==> src/rtl/dma_regport_pkg.sv <==
package dma_regport_pkg;
  localparam int NCH  = 4;
  localparam int DW   = 8;
  localparam int RW   = 2 * DW;
  localparam int CHW  = $clog2(NCH);
  localparam int MODW = DW - CHW;

  localparam logic [3:0] A_CMD_STAT = 4'h8;
  localparam logic [3:0] A_REQ      = 4'h9;
  localparam logic [3:0] A_MASK1    = 4'hA;
  localparam logic [3:0] A_MODE     = 4'hB;
  localparam logic [3:0] A_CLRPTR   = 4'hC;
  localparam logic [3:0] A_MCLR_TMP = 4'hD;
  localparam logic [3:0] A_CLRMASK  = 4'hE;
  localparam logic [3:0] A_MASKALL  = 4'hF;
endpackage

==> src/rtl/dma_chan_regs.sv <==
module dma_chan_regs
  import dma_regport_pkg::*;
(
  input  logic            clk,
  input  logic            rst_n,
  input  logic            addr_we,
  input  logic            cnt_we,
  input  logic            mode_we,
  input  logic            hi_sel,
  input  logic [DW-1:0]   wdata,
  output logic [RW-1:0]   cur_addr,
  output logic [RW-1:0]   cur_cnt,
  output logic [MODW-1:0] mode
);
  logic [RW-1:0]   addr_d, cnt_d;
  logic [MODW-1:0] mode_d;

  always_comb begin
    addr_d = cur_addr;
    cnt_d  = cur_cnt;
    mode_d = mode;
    if (addr_we) begin
      if (hi_sel) addr_d[RW-1:DW] = wdata;
      else        addr_d[DW-1:0]  = wdata;
    end
    if (cnt_we) begin
      if (hi_sel) cnt_d[RW-1:DW] = wdata;
      else        cnt_d[DW-1:0]  = wdata;
    end
    if (mode_we) mode_d = wdata[DW-1:CHW];
  end

  always_ff @(posedge clk or negedge rst_n) begin
    if (!rst_n) begin
      cur_addr <= '0;
      cur_cnt  <= '0;
      mode     <= '0;
    end else begin
      if (addr_we) cur_addr <= addr_d;
      if (cnt_we)  cur_cnt  <= cnt_d;
      if (mode_we) mode     <= mode_d;
    end
  end


  low_byte_wr_chk: assert property (@(posedge clk) disable iff (!rst_n)
    (addr_we && !hi_sel) |=> (cur_addr[DW-1:0] == $past(wdata)));


  high_byte_wr_chk: assert property (@(posedge clk) disable iff (!rst_n)
    (cnt_we && hi_sel) |=> (cur_cnt[RW-1:DW] == $past(wdata)));
endmodule

==> src/rtl/dma_ctrl_regs.sv <==
module dma_ctrl_regs
  import dma_regport_pkg::*;
(
  input  logic           clk,
  input  logic           rst_n,
  input  logic           wide_acc,
  input  logic           clr_ptr,
  input  logic           mclr,
  input  logic           clr_mask,
  input  logic           wr_mask1,
  input  logic           wr_maskall,
  input  logic           wr_req,
  input  logic           wr_cmd,
  input  logic           rd_status,
  input  logic [DW-1:0]  wdata,
  input  logic [NCH-1:0] tc_pulse,
  input  logic           tmp_we,
  input  logic [DW-1:0]  tmp_data,
  output logic           ptr_q,
  output logic [DW-1:0]  cmd_q,
  output logic [NCH-1:0] mask_q,
  output logic [NCH-1:0] req_q,
  output logic [NCH-1:0] tc_q,
  output logic [DW-1:0]  tmp_q
);
  logic           ptr_d;
  logic [DW-1:0]  cmd_d, tmp_d;
  logic [NCH-1:0] mask_d, req_d, tc_d;
  logic [CHW-1:0] sel_ch;

  assign sel_ch = wdata[CHW-1:0];

  always_comb begin
    ptr_d  = ptr_q;
    cmd_d  = cmd_q;
    mask_d = mask_q;
    req_d  = req_q;
    tc_d   = (rd_status ? '0 : tc_q) | tc_pulse;
    tmp_d  = tmp_we ? tmp_data : tmp_q;
    if (clr_ptr)       ptr_d = 1'b0;
    else if (wide_acc) ptr_d = ~ptr_q;
    if (wr_cmd) cmd_d = wdata;
    if (clr_mask)        mask_d = '0;
    else if (wr_maskall) mask_d = wdata[NCH-1:0];
    else if (wr_mask1)   mask_d[sel_ch] = wdata[CHW];
    if (wr_req) req_d[sel_ch] = wdata[CHW];
    if (mclr) begin
      ptr_d  = 1'b0;
      cmd_d  = '0;
      mask_d = '1;
      req_d  = '0;
      tc_d   = '0;
      tmp_d  = '0;
    end
  end

  always_ff @(posedge clk or negedge rst_n) begin
    if (!rst_n) begin
      ptr_q  <= 1'b0;
      cmd_q  <= '0;
      mask_q <= '1;
      req_q  <= '0;
      tc_q   <= '0;
      tmp_q  <= '0;
    end else begin
      ptr_q  <= ptr_d;
      cmd_q  <= cmd_d;
      mask_q <= mask_d;
      req_q  <= req_d;
      tc_q   <= tc_d;
      tmp_q  <= tmp_d;
    end
  end


  ptr_toggle_chk: assert property (@(posedge clk) disable iff (!rst_n)
    (wide_acc && !mclr && !clr_ptr) |=> (ptr_q != $past(ptr_q)));


  ptr_clear_chk: assert property (@(posedge clk) disable iff (!rst_n)
    clr_ptr |=> !ptr_q);


  master_clear_chk: assert property (@(posedge clk) disable iff (!rst_n)
    mclr |=> (mask_q == '1 && cmd_q == '0 && tc_q == '0 && req_q == '0 && tmp_q == '0 && !ptr_q));


  unmask_all_chk: assert property (@(posedge clk) disable iff (!rst_n)
    (clr_mask && !mclr) |=> (mask_q == '0));


  status_clear_chk: assert property (@(posedge clk) disable iff (!rst_n)
    (rd_status && tc_pulse == '0) |=> (tc_q == '0));
endmodule

==> src/rtl/dma_regport.sv <==
module dma_regport
  import dma_regport_pkg::*;
(
  input  logic              clk,
  input  logic              rst_n,
  input  logic              cs_n,
  input  logic              rd,
  input  logic              wr,
  input  logic [3:0]        addr,
  input  logic [DW-1:0]     wdata,
  output logic [DW-1:0]     rdata,
  output logic              rvalid,
  input  logic [NCH-1:0]    tc_pulse,
  input  logic [NCH-1:0]    req_line,
  input  logic              tmp_we,
  input  logic [DW-1:0]     tmp_data,
  output logic [NCH*RW-1:0] ch_addr,
  output logic [NCH*RW-1:0] ch_count,
  output logic [NCH*MODW-1:0] ch_mode,
  output logic [DW-1:0]     cmd_reg,
  output logic [NCH-1:0]    sw_req,
  output logic [NCH-1:0]    ch_mask
);
  logic           acc_rd, acc_wr, is_chan, is_cnt, wide_acc, ptr;
  logic [CHW-1:0] ch_sel;
  logic           wr_cmd, wr_req, wr_mask1, wr_mode, clr_ptr, mclr, clr_mask, wr_maskall, rd_status;
  logic [NCH-1:0] tc_bits;
  logic [DW-1:0]  tmp_byte, rdata_d;
  logic [RW-1:0]  sel_word;

  assign acc_rd   = !cs_n && rd;
  assign acc_wr   = !cs_n && wr;
  assign is_chan  = !addr[3];
  assign is_cnt   = addr[0];
  assign ch_sel   = addr[CHW:1];
  assign wide_acc = is_chan && (acc_rd || acc_wr);

  assign wr_cmd     = acc_wr && addr == A_CMD_STAT;
  assign rd_status  = acc_rd && addr == A_CMD_STAT;
  assign wr_req     = acc_wr && addr == A_REQ;
  assign wr_mask1   = acc_wr && addr == A_MASK1;
  assign wr_mode    = acc_wr && addr == A_MODE;
  assign clr_ptr    = acc_wr && addr == A_CLRPTR;
  assign mclr       = acc_wr && addr == A_MCLR_TMP;
  assign clr_mask   = acc_wr && addr == A_CLRMASK;
  assign wr_maskall = acc_wr && addr == A_MASKALL;

  genvar g;
  generate
    for (g = 0; g < NCH; g++) begin : g_ch
      logic hit;
      assign hit = acc_wr && is_chan && (ch_sel == CHW'(g));
      dma_chan_regs u_ch (
        .clk      (clk),
        .rst_n    (rst_n),
        .addr_we  (hit && !is_cnt),
        .cnt_we   (hit && is_cnt),
        .mode_we  (wr_mode && wdata[CHW-1:0] == CHW'(g)),
        .hi_sel   (ptr),
        .wdata    (wdata),
        .cur_addr (ch_addr[g*RW +: RW]),
        .cur_cnt  (ch_count[g*RW +: RW]),
        .mode     (ch_mode[g*MODW +: MODW])
      );
    end
  endgenerate

  dma_ctrl_regs u_ctrl (
    .clk        (clk),
    .rst_n      (rst_n),
    .wide_acc   (wide_acc),
    .clr_ptr    (clr_ptr),
    .mclr       (mclr),
    .clr_mask   (clr_mask),
    .wr_mask1   (wr_mask1),
    .wr_maskall (wr_maskall),
    .wr_req     (wr_req),
    .wr_cmd     (wr_cmd),
    .rd_status  (rd_status),
    .wdata      (wdata),
    .tc_pulse   (tc_pulse),
    .tmp_we     (tmp_we),
    .tmp_data   (tmp_data),
    .ptr_q      (ptr),
    .cmd_q      (cmd_reg),
    .mask_q     (ch_mask),
    .req_q      (sw_req),
    .tc_q       (tc_bits),
    .tmp_q      (tmp_byte)
  );

  assign sel_word = is_cnt ? ch_count[ch_sel*RW +: RW] : ch_addr[ch_sel*RW +: RW];

  always_comb begin
    rdata_d = '0;
    if (is_chan) rdata_d = ptr ? sel_word[RW-1:DW] : sel_word[DW-1:0];
    else begin
      case (addr)
        A_CMD_STAT: rdata_d = {req_line | sw_req, tc_bits};
        A_MCLR_TMP: rdata_d = tmp_byte;
        A_MASKALL:  rdata_d = {{(DW-NCH){1'b0}}, ch_mask};
        default:    rdata_d = '0;
      endcase
    end
  end

  always_ff @(posedge clk or negedge rst_n) begin
    if (!rst_n) begin
      rvalid <= 1'b0;
      rdata  <= '0;
    end else begin
      rvalid <= acc_rd;
      if (acc_rd) rdata <= rdata_d;
    end
  end


  no_select_no_data_chk: assert property (@(posedge clk) disable iff (!rst_n)
    cs_n |=> !rvalid);


  read_valid_chk: assert property (@(posedge clk) disable iff (!rst_n)
    acc_rd |=> rvalid);
endmodule

==> config.mk <==
export PLATFORM = sky130hd
export DESIGN_NAME = dma_regport
export DESIGN_NICKNAME = d
export VERILOG_FILES = /design/src/rtl/dma_regport_pkg.sv /design/src/rtl/dma_chan_regs.sv /design/src/rtl/dma_ctrl_regs.sv /design/src/rtl/dma_regport.sv
export SDC_FILE = /design/constraint.sdc
export NUM_CORES = 1
export LEC_CHECK = 0
export CAP_MARGIN = 20
export CORE_ASPECT_RATIO = 1.75
export CORE_MARGIN = 1.5
export CORE_UTILIZATION = 40
export DETAILED_ROUTE_END_ITERATION = 12
export DONT_BUFFER_PORTS = 1
export SYNTH_ARGS = -nofsm -noshare
export SYNTH_HDL_FRONTEND = slang
export SYNTH_SLANG_ARGS = --single-unit
==> constraint.sdc <==
create_clock -name clk -period 2.6 [get_ports clk]
set_clock_uncertainty 0.05 [all_clocks]
set_input_delay 0.26 -clock clk [delete_from_list [all_inputs] [get_ports clk]]
set_output_delay 0.26 -clock clk [all_outputs]
set_load 0.05 [all_outputs]
==> results of run 1 <==
[registers in the layout, indices dropped and copies added, names as in the netlist]
register            cells
u_ctrl.req_q            4
g_ch.u_ch.mode         24
rvalid                  1
u_ctrl.tmp_q            8
u_ctrl.ptr_q            1
u_ctrl.tc_q             4
g_ch.u_ch.cur_addr     64
u_ctrl.cmd_q            8
rdata                   8
u_ctrl.mask_q           4
g_ch.u_ch.cur_cnt      64
[layout make-up]
type / count / area share
clock inverters: 8 / 0.01316
well taps: 292 / 0.03660
inverters: 6 / 0.002256
flip-flops and latches: 190 / 0.4768
multi-input cells: 407 / 0.3805
diodes: 2 / 0.0005013
repair buffers: 46 / 0.04236
clock buffers: 23 / 0.04788
[placed cells by master, fill, tap and decap left out, types with 12 or more instances in the layout]
master / n
mux4_2: 24
a21oi_1: 18
dlygate4sd3_1: 31
buf_4: 15
o21ai_0: 20
nand2_1: 16
dfrtp_1: 186
nor2_1: 42
mux2_2: 158
mux2i_1: 21
clkbuf_16: 17
nor2b_1: 12
[cells by family after synthesis]
logic type      Yosys count  share of synthesized area
mux                     204                     0.2899
flops                   190                     0.5430
buf+inv                  49                    0.02355
compound gates           87                    0.06866
simple gates            116                    0.07480
[synth_stat cells (9+ instances only)]
library cell	number	area, um2
mux2i_1	21	210.2
mux2_2	158	1779
a22o_1	10	87.58
mux4_2	24	540.5
o21ai_0	20	100.1
dfrtp_1	186	4654
buf_2	9	45.04
a21oi_1	18	90.09
nor2b_1	12	75.07
nand2b_1	9	56.30
nand2_1	16	60.06
nor2_1	42	157.7
clkbuf_1	26	97.59
[metal layers]
layer / up-vias / part of all wire / track usage
met5: - / 0 / 0
met4: 0 / 0.054 / 0.1440
met3: 60 / 0.076 / 0.07922
met2: 227 / 0.54 / 0.4460
met1: 3014 / 0.33 / 0.2619
li1: 2426 / - / -
[where the power goes]
| part | total, mW | switching (mW) | leakage [nW] | internal (mW) |
|---|---|---|---|---|
| combinational | 1.01 | 0.452 | 1.68 | 0.557 |
| clock | 2.71 | 1.12 | 0.290 | 1.59 |
| sequential | 5.26 | 1.90 | 2.47 | 3.36 |
| total | 8.99 | 3.47 | 4.44 | 5.51 |
[how the worst max path moves through the flow]
stage,to,start,cells past startpoint
after floorplan,g_ch[0].u_ch.cur_addr[10]$_DFFE_PN0P_,u_ctrl.ptr_q$_DFFE_PN0P_,6
final,g_ch[0].u_ch.cur_addr[9]$_DFFE_PN0P_,u_ctrl.ptr_q$_DFFE_PN0P_,4
after global routing,g_ch[0].u_ch.cur_addr[8]$_DFFE_PN0P_,u_ctrl.ptr_q$_DFFE_PN0P_,4
after detailed placement,g_ch[0].u_ch.cur_addr[2]$_DFFE_PN0P_,cs_n,4
after global placement,g_ch[0].u_ch.cur_addr[6]$_DFFE_PN0P_,cs_n,4
after CTS,g_ch[0].u_ch.cur_addr[8]$_DFFE_PN0P_,u_ctrl.ptr_q$_DFFE_PN0P_,4
[metrics by stage]
stage	power (mW)	instances	instance area, um2	setup WS [ps]
floorplan	5.887	646	8765	572.4
global placement	6.188	910	9059	320.7
detailed placement	6.245	910	9059	316.4
CTS	9.054	972	9978	366.0
global route	9.285	974	9983	255.6
finish	8.985	974	9983	361.1
[worst reg2reg max path, cell delays in order, from the launching register on]
cell     delay [ps]
dfrtp_1         490
inv_1           180
or3_1           570
nor3_4          440
mux2_2          390
==> flow_metrics.env, run 1 <==
export IMPL_ys_async_sr_fraction=1.000
export IMPL_critPathKind="reg -> reg"
export IMPL_drt_wl_total_mm=28.21
export IMPL_clk_latency_ps=440
export IMPL_violations="hold timing"
export IMPL_die_h_um=198.8
export IMPL_h_tree_depth=4
export IMPL_startpoint_type="flip-flop"
export IMPL_cp_arrival_ps=2510
export IMPL_cts_tree="done"
export IMPL_dp_hpwl_mm=19.83
export IMPL_yosysUniqueCellTypes=48
export IMPL_rrSetupSlack_ps=360
export IMPL_yosys_warnings=0
export IMPL_drt_wirelength_per_cell_um=28.97
export IMPL_syn_area_um2=8765
export IMPL_grt_pass1_vias=6155
export IMPL_core_area_um2=21500
export IMPL_start_util=0.4077
export IMPL_first_iter_violations=359
export IMPL_hold_violations=190
export IMPL_post_route_period_util=0.8611
export IMPL_critPathTopFamily="simple AND/OR/NAND/NOR gates"
export IMPL_slew_headroom=0.2340
export IMPL_setup_viol=0
export IMPL_io_pins=211
export IMPL_status="finished, violations left"
export IMPL_die_area_um2=22840
export IMPL_antenna_found_initial=2
export IMPL_syn_nets=680
export IMPL_grt_pass1_wl_mm=41.00
export IMPL_hold_ws_ps=-529.7
export IMPL_nNetsFinal=702
export IMPL_rsz0062_at_grt="false"
export IMPL_crit_fanout=9
export IMPL_post_cts_setup_buffers=0
export IMPL_r2r_end="g_ch[0].u_ch.cur_addr[9]$_DFFE_PN0P_"
export IMPL_setup_tns_ps=0
export IMPL_register_area_um2=4760
export IMPL_period_needed_ps=2239
export IMPL_clockRootBuffer="clkbuf_16"
export IMPL_fp_dieW_um=114.9
export IMPL_cts_resized_gates=0
export IMPL_yosys_most_used_dff="dfrtp_1"
export IMPL_antenna_left=0
export IMPL_fmax_ghz=0.4467
export IMPL_crit_slowest_cell="or3_1"
export IMPL_cts_buffers=17
export IMPL_max_cap_violations=0
export IMPL_clk_pin_slew_worst_paths_ps=70
export IMPL_yosysSeqAreaShare=0.5430
export IMPL_drv_slew=0
export IMPL_dr_pass1_iters=4
export IMPL_final_layout_size_suffix_gt1_frac=0.3632
export IMPL_num_vias=5727
export IMPL_worst_slew_pin_slew_ps=1145
export IMPL_drt_drc_violations_left=0
export IMPL_num_rows=71
export IMPL_finish_utilization=0.4644
export IMPL_grt_usage=0.2531
export IMPL_reg2reg_from="u_ctrl.ptr_q$_DFFE_PN0P_"
export IMPL_synth_edff_count=0
export IMPL_grt_max_degree=191
export IMPL_hold_buffers=31
export IMPL_vdd_drop_max_mv=0.5148
export IMPL_area_growth_pct=13.90
export IMPL_crit_required_ps=2870
export IMPL_clock_path_buffers=2
export IMPL_ys_ff_latch=190
export IMPL_avgViaCountPerCell=5.880
export IMPL_gp_routability_congestion=0.8662
export IMPL_path_cells="inv_1 > or3_1 > nor3_4 > mux2_2"
export IMPL_syn_inst=646
export IMPL_hold_path_class="in -> async"
export IMPL_cts_sinks=190
export IMPL_fillers=1987
export IMPL_powerDensity_nw_per_um2=900.0
export IMPL_port_buffers=0
export IMPL_cp_slowest_stage_delay_ps=570
export IMPL_cp_end_kind="flip-flop"
export IMPL_reg2reg_depth=4
export IMPL_multi_input_area_um2=3799
export IMPL_leakage_nw=4.444
export IMPL_grt_overflow=0
export IMPL_avgSynthCellArea_um2=13.57
export IMPL_worst_path_buf_inv=1
(Power assumes the default switching activity.)
==> inputs of run 2 (changes only) <==
--- a/config.mk
+++ b/config.mk
@@ -9,6 +9,7 @@
 export CORE_ASPECT_RATIO = 1.75
 export CORE_MARGIN = 1.5
 export CORE_UTILIZATION = 40
+export CTS_CLUSTER_SIZE = 14
 export DETAILED_ROUTE_END_ITERATION = 12
 export DONT_BUFFER_PORTS = 1
 export SYNTH_ARGS = -nofsm -noshare
==> results of run 2 <==
The final DEF is identical to that of run 1; final timing and power are the same.
